$ cat src/rtl/intr_pkg.sv
package intr_pkg;

    typedef enum logic [2:0] {
        ST_IDLE,
        ST_ENT1,
        ST_ENT2,
        ST_PUSH_HI,
        ST_PUSH_LO,
        ST_PUSH_ST,
        ST_VEC_LO,
        ST_VEC_HI
    } seq_state_t;

    typedef enum logic [1:0] {
        SRC_RESET,
        SRC_NMI,
        SRC_IRQ,
        SRC_BRK
    } intr_src_t;

endpackage

$ cat src/rtl/intr_arbiter.sv
module intr_arbiter
    import intr_pkg::*;
(
    input  logic      clk,
    input  logic      rst_n,
    input  logic      req_reset,
    input  logic      req_nmi,
    input  logic      req_irq,
    input  logic      flag_i,
    input  logic      nmi_en,
    input  logic      insn_done,
    input  logic      brk_req,
    input  logic      idle,
    output logic      accept,
    output intr_src_t sel_src
);

    logic rst_pend;
    logic nmi_pend;
    logic nmi_q;
    logic nmi_edge;
    logic irq_ok;
    logic any_soft;

    assign nmi_edge = req_nmi & ~nmi_q & nmi_en;
    assign irq_ok   = req_irq & ~flag_i;
    assign any_soft = nmi_pend | irq_ok | brk_req;

    // Fixed priority: reset, NMI, IRQ, software break
    always_comb begin
        if (rst_pend)      sel_src = SRC_RESET;
        else if (nmi_pend) sel_src = SRC_NMI;
        else if (irq_ok)   sel_src = SRC_IRQ;
        else               sel_src = SRC_BRK;
    end

    assign accept = idle & (rst_pend | (insn_done & any_soft));

    always_ff @(posedge clk) begin
        if (!rst_n) begin
            rst_pend <= 1'b1;
            nmi_pend <= 1'b0;
            nmi_q    <= 1'b0;
        end else begin
            nmi_q <= req_nmi;
            if (req_reset)
                rst_pend <= 1'b1;
            else if (accept && sel_src == SRC_RESET)
                rst_pend <= 1'b0;
            if (nmi_edge)
                nmi_pend <= 1'b1;
            else if (accept && sel_src == SRC_NMI)
                nmi_pend <= 1'b0;
        end
    end

endmodule

$ cat src/rtl/intr_stack_ptr.sv
module intr_stack_ptr #(
    parameter int               SP_W    = 8,
    parameter logic [SP_W-1:0]  SP_INIT = 8'hFD
) (
    input  logic            clk,
    input  logic            rst_n,
    input  logic            dec,
    input  logic            load_init,
    output logic [SP_W-1:0] sp
);

    always_ff @(posedge clk) begin
        if (!rst_n)
            sp <= SP_INIT;
        else if (load_init)
            sp <= SP_INIT;
        else if (dec)
            sp <= sp - 1'b1;
    end

endmodule

$ cat src/rtl/intr_entry_seq.sv
module intr_entry_seq
    import intr_pkg::*;
#(
    parameter int               DW         = 8,
    parameter int               AW         = 16,
    parameter logic [DW-1:0]    STACK_PAGE = 8'h01,
    parameter logic [DW-1:0]    SP_INIT    = 8'hFD,
    parameter logic [AW-1:0]    VEC_NMI    = 16'hFFFA,
    parameter logic [AW-1:0]    VEC_RESET  = 16'hFFFC,
    parameter logic [AW-1:0]    VEC_IRQ    = 16'hFFFE
) (
    input  logic          clk,
    input  logic          rst_n,
    input  logic          req_reset,
    input  logic          req_nmi,
    input  logic          req_irq,
    input  logic          flag_i,
    input  logic          nmi_en,
    input  logic          insn_done,
    input  logic          brk_req,
    input  logic [AW-1:0] pc_in,
    input  logic [DW-1:0] stat_in,
    output logic          push_en,
    output logic [AW-1:0] push_addr,
    output logic [DW-1:0] push_data,
    output logic [DW-1:0] sp_out,
    output logic          set_i,
    output logic          vec_rd,
    output logic [AW-1:0] vec_addr,
    input  logic [DW-1:0] vec_data,
    output logic          busy,
    output logic          pc_load,
    output logic [AW-1:0] pc_new
);

    localparam int BRK_BIT = 4;
    localparam int ONE_BIT = 5;

    seq_state_t state, state_nx;
    intr_src_t  sel_src, src_q;
    logic       accept;
    logic       idle;
    logic       sp_dec;
    logic       sp_init;

    logic [AW-1:0] pc_q;
    logic [1:0]    st_hi_q;
    logic [3:0]    st_lo_q;
    logic [DW-1:0] vec_lo_q;
    logic [DW-1:0] pushed_status;
    logic [AW-1:0] vec_base;

    assign idle = (state == ST_IDLE);

    intr_arbiter u_arb (
        .clk       (clk),
        .rst_n     (rst_n),
        .req_reset (req_reset),
        .req_nmi   (req_nmi),
        .req_irq   (req_irq),
        .flag_i    (flag_i),
        .nmi_en    (nmi_en),
        .insn_done (insn_done),
        .brk_req   (brk_req),
        .idle      (idle),
        .accept    (accept),
        .sel_src   (sel_src)
    );

    intr_stack_ptr #(
        .SP_W    (DW),
        .SP_INIT (SP_INIT)
    ) u_sp (
        .clk       (clk),
        .rst_n     (rst_n),
        .dec       (sp_dec),
        .load_init (sp_init),
        .sp        (sp_out)
    );

    // State register
    always_ff @(posedge clk) begin
        if (!rst_n)
            state <= ST_IDLE;
        else
            state <= state_nx;
    end

    // Next-state logic
    always_comb begin
        state_nx = state;
        unique case (state)
            ST_IDLE:    if (accept) state_nx = ST_ENT1;
            ST_ENT1:    state_nx = ST_ENT2;
            ST_ENT2:    state_nx = ST_PUSH_HI;
            ST_PUSH_HI: state_nx = ST_PUSH_LO;
            ST_PUSH_LO: state_nx = ST_PUSH_ST;
            ST_PUSH_ST: state_nx = ST_VEC_LO;
            ST_VEC_LO:  state_nx = ST_VEC_HI;
            ST_VEC_HI:  state_nx = ST_IDLE;
        endcase
    end

    // Context captured at acceptance, vector low byte captured mid-sequence
    always_ff @(posedge clk) begin
        if (!rst_n) begin
            src_q    <= SRC_RESET;
            pc_q     <= '0;
            st_hi_q  <= '0;
            st_lo_q  <= '0;
            vec_lo_q <= '0;
        end else begin
            if (idle && accept) begin
                src_q   <= sel_src;
                pc_q    <= pc_in;
                st_hi_q <= stat_in[7:6];
                st_lo_q <= stat_in[3:0];
            end
            if (state == ST_VEC_LO)
                vec_lo_q <= vec_data;
        end
    end

    always_comb begin
        unique case (src_q)
            SRC_RESET: vec_base = VEC_RESET;
            SRC_NMI:   vec_base = VEC_NMI;
            SRC_IRQ:   vec_base = VEC_IRQ;
            SRC_BRK:   vec_base = VEC_IRQ;
        endcase
    end

    always_comb begin
        pushed_status          = {st_hi_q, 2'b00, st_lo_q};
        pushed_status[ONE_BIT] = 1'b1;
        pushed_status[BRK_BIT] = (src_q == SRC_BRK);
    end

    // Output logic
    always_comb begin
        push_en   = 1'b0;
        push_data = '0;
        vec_rd    = 1'b0;
        vec_addr  = vec_base;
        set_i     = 1'b0;
        pc_load   = 1'b0;
        sp_init   = 1'b0;
        unique case (state)
            ST_IDLE, ST_ENT1, ST_ENT2: ;
            ST_PUSH_HI: begin
                push_en   = (src_q != SRC_RESET);
                push_data = pc_q[AW-1 -: DW];
            end
            ST_PUSH_LO: begin
                push_en   = (src_q != SRC_RESET);
                push_data = pc_q[DW-1:0];
            end
            ST_PUSH_ST: begin
                push_en   = (src_q != SRC_RESET);
                push_data = pushed_status;
                sp_init   = (src_q == SRC_RESET);
            end
            ST_VEC_LO: begin
                vec_rd = 1'b1;
                set_i  = 1'b1;
            end
            ST_VEC_HI: begin
                vec_rd      = 1'b1;
                vec_addr[0] = 1'b1;
                pc_load     = 1'b1;
            end
        endcase
    end

    assign sp_dec    = push_en;
    assign push_addr = {STACK_PAGE, sp_out};
    assign busy      = !idle;
    assign pc_new    = {vec_data, vec_lo_q};

endmodule

$ cat config.mk
export PLATFORM = sky130hd
export DESIGN_NAME = intr_entry_seq
export DESIGN_NICKNAME = d
export VERILOG_FILES = /design/src/rtl/intr_pkg.sv /design/src/rtl/intr_arbiter.sv /design/src/rtl/intr_stack_ptr.sv /design/src/rtl/intr_entry_seq.sv
export SDC_FILE = /design/constraint.sdc
export NUM_CORES = 1
export LEC_CHECK = 0
export BUFFER_PORTS_ARGS = -buffer_cell sky130_fd_sc_hd__buf_2
export CAP_MARGIN = 20
export CORE_MARGIN = 4
export CORE_UTILIZATION = 50
export CTS_BUF_LIST = sky130_fd_sc_hd__clkbuf_8
export DETAILED_ROUTE_END_ITERATION = 8
export MAX_ROUTING_LAYER = met4
export PLACE_DENSITY_LB_ADDON = 0.05
export SYNTH_ARGS = -nofsm -noshare
export SYNTH_HDL_FRONTEND = slang
export SYNTH_SLANG_ARGS = --single-unit
$ cat constraint.sdc
create_clock -name clk -period 4.02 [get_ports clk]
set_input_delay 0.804 -clock clk [delete_from_list [all_inputs] [get_ports clk]]
set_output_delay 0.804 -clock clk [all_outputs]
set_load 0.02 [all_outputs]
# Word-level counts from Yosys, hierarchy flattened
# Index checks and enable logic that the tools add are counted.
[word_totals] register_bits=46 inputBits=41 out_inout_bits=69 word_cells=63
[classes] addsub=1 eq_ne=12 mux=15 bitwise_logic=11 n_reduce_logical=14
[op_table] operator="$pmux 16 s3" count=1
[op_table] operator="$pmux 3 s8" count=1
[op_table] operator="$pmux 8 s3" count=1
[op_table] operator="$eq 3x3->1 const B" count=4
[op_table] operator="$mux 1" count=9
[op_table] operator="$reduce_or 2->1" count=4
[op_table] operator="$sub 8x1->8 const B" count=1
[op_table] operator="$eq 3x2->1 const B" count=2
[op_table] operator="$and 1x1->1" count=5
[op_table] operator="$eq 2x1->1 const B" count=2
[op_table] operator="$eq 2x2->1 const B" count=2
[op_table] operator="$logic_not 2->1" count=2
[op_table] operator="$mux 2" count=2
[op_table] operator="$reduce_bool 2->1" count=2
[op_table] operator="$eq 3x1->1 const B" count=1
[op_table] operator="$logic_and 1x1->1" count=3
[op_table] operator="$logic_not 3->1" count=1
[op_table] operator="$mux 3" count=1
[op_table] operator="$not 1->1" count=3
[op_table] operator="$or 1x1->1" count=3
[op_table] operator="$reduce_or 3->1" count=1
[op_table] operator="$ne 2x2->1 const B" count=1
[op_table] operator="$logic_not 1->1" count=1

# Depth between registers and ports, before layout
[depth] ltp_word=10 depth_mapped=7 depth_no_buf=6

# Cells and area by module
# From an unflattened synthesis, not the netlist that was laid out.
[hier_totals] hier_cells=282 hier_area_um2=2342.2
[modules_own_cells] module="intr_entry_seq" n_inst=1 cells_each=227 area_per_inst_um2=1841.8 seq_area_each_um2=700.7
[modules_own_cells] module="intr_stack_ptr" n_inst=1 cells_each=39 area_per_inst_um2=355.3 seq_area_each_um2=160.2
[modules_own_cells] module="intr_arbiter" n_inst=1 cells_each=16 area_per_inst_um2=145.1 seq_area_each_um2=60.1

# Least setup slack after synthesis
# No wires, ideal clock.
[synth_path] path_kind="reg-to-output" from="reg state[1]" to="out push_data[0]" t_arrival_ns=1.318 required_time_ns=3.216 setup_slack_ns=1.898 stages_incl_launch_ff=6 n_path_buf=2 cell_sequence="dfxtp_1 buf_4 and2b_2 buf_2 a22o_1 a22o_1"
[synth_between] elab_chain_cells=2 word_cells_on_any_way=4 classes_between="3 x eq/ne; 1 x mux"
[synth_lines] item="start: declaration" line="intr_entry_seq.sv:39" rtl="seq_state_t state, state_nx;"
[synth_lines] item="start signal: assignment" line="intr_entry_seq.sv:86" rtl="state <= state_nx;"
[synth_lines] item="$eq 3x3->1 or $eq 3x2->1 (tied branches)" line="intr_entry_seq.sv:148" rtl="unique case (state)"
[synth_lines] item="$pmux 8 s3 (*)" line="intr_entry_seq.sv:148"
[synth_lines] item="end: declaration" line="intr_entry_seq.sv:25" rtl="output logic [DW-1:0] push_data,"
# Every way passes the cells marked *; elsewhere a longest branch is shown, timed or not.

# Final worst setup path
[layout_path] from="reg state[0]" to="out push_data[3]"
# The elaborated chain is that of the path after synthesis.

==> results.md <==
* CTS root buf: clkbuf_8
* Largest net degree at the start of global routing at 50
* Met3 Usage GRT at 4.61%
* Final slew viol count at 0
* Clk_lat worst skew at 300 ps
* First-pass GRT wire length at 8360 um
* FF+latch count, synth at 46
* N_diodes at 0
* Worst Setup Path Type: reg2out
* Global-route met2 utilization at 29.2%
* Die Ht at 76.4 um
* Critical path cell sequence: nor3b_1 > a22o_1 > buf_2
* WHS Endpoint: vec_lo_q[0]
* Slowest Stage Delay on Critical Path at 830 ps
* Initial antenna violation count at 0
* Maximum vdd ir drop at 0.211 mV
* CP max-delay cell: nor3b_1
* Port bufs at 86
* Total leakage power at 1.22 nW
* Worst Path Buf+Inv at 1
* Worst Hold Class: reg2reg
* CTS tree: yes
* Reg clk slew, reported paths at 80 ps
* GR Util met1 at 20.9%
* Initial DRT Pass Iterations at 4
* Die X-Extent at 76.4 um
* Placeable Area at 0.00444 mm2
* Startpoint Class: register
* Vias in the first global route at 1879
* Period utilization at 71.8%
* Post-CTS setup buffer count at 0
* DP Wirelength at 3500 um
* GPL Wtd Cong at 0.850
* Cell family with most CP delay: simple AND/OR/NAND/NOR gates
* Hold_buf cts at 0
* Yosys warns at 0
* Initial Util at 52.6%
* Max-cap violations at 0
* Final hold violation count at 0
* Min Tclk post-route at 2880 ps
* Placed instance count at 388
* Vias at 2003
* Critical path capture point type: output pin
* EDFF count, synth at 0
* PwrDens at 388 mW/mm2
* RR Endpoint: u_sp.sp[5]
* Post-route ant nets at 0
* Die ar. at 0.00584 mm2
* Fillers at 443
* Crit-path max FO at 17
* Layout cells sized above 1 at 30.2%
* Worst min-delay path startpoint: vec_lo_q[0]
* Syn Inst Count at 283
* Clock tree sinks at 46
* Worst reg2reg setup slack at 2210 ps
* Post-cts repair resize count at 0
* DRT Wirelength at 4890 um
* Clock skew after layout at 6.61 ps
* Reg-to-Reg Start: state[0]
* CP Data Required Time at 3220 ps
* Cell row count at 24
* Grt peak-use layer: met2
* Final TNS setup at 0 ps
* Rel. slew slack at 39.8%
* DR DRC count at 0
* Measured slew at the worst slew-check pin at 901 ps
* Avg Inst Size Synth at 8.27 um2
* # setup viols final at 0
* Sequential fraction of the synthesis area at 39.4%
* Non-Filler Instances at 396
* Status: finished, final reports clean
* # H-tree levels at 2
* 1st-iter DRT viols at 66
* Nets@finish at 385
* GR Overflow Total at 0
* Gr usage total at 17.9%
* Mapped Area at 0.00234 mm2
* Reg2Reg Depth at 4
* Ports at 110
* Async S/R FF share, synth at 0%
* Top FF cell, synth: dfxtp_1
* Critical path arrival at 2080 ps
* Clock buffer depth at 2
* Wirelength per Cell at 12.4 um
* TritonCTS buffer count at 5
* RSZ-0062 raised after global routing: no
* Fmax achieved at 347 MHz
* Area Overhead vs Synth at 13.2%
* WHS Path Cells at 2
* Post-DR vias/cell at 5.06
* Number of distinct library cells after synthesis at 45
tightest hold or removal path, stage by stage, from the launching register on:
cell and delay, ps:
dfxtp_1 310, nand2_1 50, a21oi_1 50
layer usage:
layer	share of wire, %	vias to the layer above
met2	45	72
met1	45	893
met5	0	-
met4	2.1	0
met3	7.6	9
li1	-	1029
final cells by class:
cell class / instances / area, um2 / area share (%)
clock buffers: 8 / 110 / 4.16
inverters: 7 / 26.3 / 0.992
multi-input cells: 195 / 1080 / 40.8
flip-flops and latches: 46 / 921 / 34.8
well taps: 52 / 65.1 / 2.46
repair buffers: 88 / 445 / 16.8
cell families after synthesis:
kind of cell / share of synthesized area [%]
and+or+nand+nor: 21.6
buffers and inverters: 17.5
xor gates and xnor gates: 1.50
DFF: 39.4
other: 0.321
AOI/OAI and AO/OA: 19.2
adders and majority gates: 0.535
worst max-delay path by stage:
stage             start  depth (start not counted)            to
3_3_place_gp   state[0]                          3  push_data[1]
6_report       state[0]                          3  push_data[3]
4_1_cts        state[0]                          3  push_data[3]
5_1_grt        state[0]                          3  push_data[3]
2_1_floorplan  state[1]                          5  push_data[0]
3_5_place_dp   state[0]                          3  push_data[0]
sequential cells by signal, summed over array words and instances, names as in the netlist:
register,flops
src_q,2
state,3
u_arb.nmi_pend,1
u_arb.rst_pend,1
u_arb.nmi_q,1
st_hi_q,2
u_sp.sp,8
vec_lo_q,8
pc_q,16
st_lo_q,4
power breakdown:
part	total (W)	switching [W]	leakage [nW]	internal, W
Clock	0.000325	0.000152	0.0575	0.000174
Combinational	0.000185	0.000120	0.783	0.0000642
Sequential	0.000519	0.0000278	0.376	0.000491
Total	0.00103	0.000300	1.22	0.000729
cell usage after synthesis, types with 2 or more instances:
cell type	number	area [um2]
dfxtp_1	46	921
nand2_1	46	173
buf_4	41	308
nand3_1	25	125
o21ai_0	20	100
a22o_1	14	123
a21oi_1	8	40.0
clkbuf_1	7	26.3
nor2_1	7	26.3
nor3_1	6	30.0
o21ai_1	6	30.0
inv_1	5	18.8
a31oi_1	4	25.0
buf_2	3	15.0
buf_6	3	33.8
nor2b_1	3	18.8
and2_1	2	12.5
and3_1	2	12.5
and4_1	2	17.5
conb_1	2	7.51
inv_2	2	7.51
nand2b_1	2	12.5
o211ai_1	2	15.0
o21a_1	2	15.0
xnor2_1	2	17.5
xor2_1	2	17.5
cells in the final DEF, fill, tap and decap left out, types with 2 or more instances in the layout:
| cell | netlist | layout |
|---|---|---|
| a22o_1 | 14 | 14 |
| o211ai_1 | 2 | 2 |
| o21a_1 | 2 | 2 |
| nand2b_1 | 2 | 2 |
| o21ai_0 | 20 | 20 |
| nand3_1 | 25 | 25 |
| and2_1 | 2 | 2 |
| and3_1 | 2 | 2 |
| nand2_1 | 46 | 46 |
| buf_2 | 3 | 86 |
| clkbuf_8 | 0 | 8 |
| inv_2 | 2 | 2 |
| and4_1 | 2 | 2 |
| nor2_1 | 7 | 7 |
| inv_1 | 5 | 5 |
| dfxtp_1 | 46 | 46 |
| a21oi_1 | 8 | 8 |
| a31oi_1 | 4 | 4 |
| nor2b_1 | 3 | 3 |
| o21ai_1 | 6 | 6 |
| xor2_1 | 2 | 2 |
| nor3_1 | 6 | 6 |
| buf_4 | 41 | 2 |
| xnor2_1 | 2 | 2 |
| conb_1 | 2 | 21 |
metrics by stage:
step / worst slack [ps] / cell area (um2) / hold slack [ps] / util, % / power [W]
final: 1140 / 2650 / 451 / 59.6 / 0.00103
after global routing: 864 / 2650 / 476 / 59.6 / 0.00110
after CTS: 1070 / 2650 / 455 / 59.6 / 0.00104
after detailed placement: 1410 / 2540 / 443 / 57.1 / 0.000715
after global placement: 1400 / 2540 / 441 / 57.1 / 0.000712
after floorplan: 1900 / 2410 / 436 / - / 0.000696
Power figures use the tool's default switching activity.
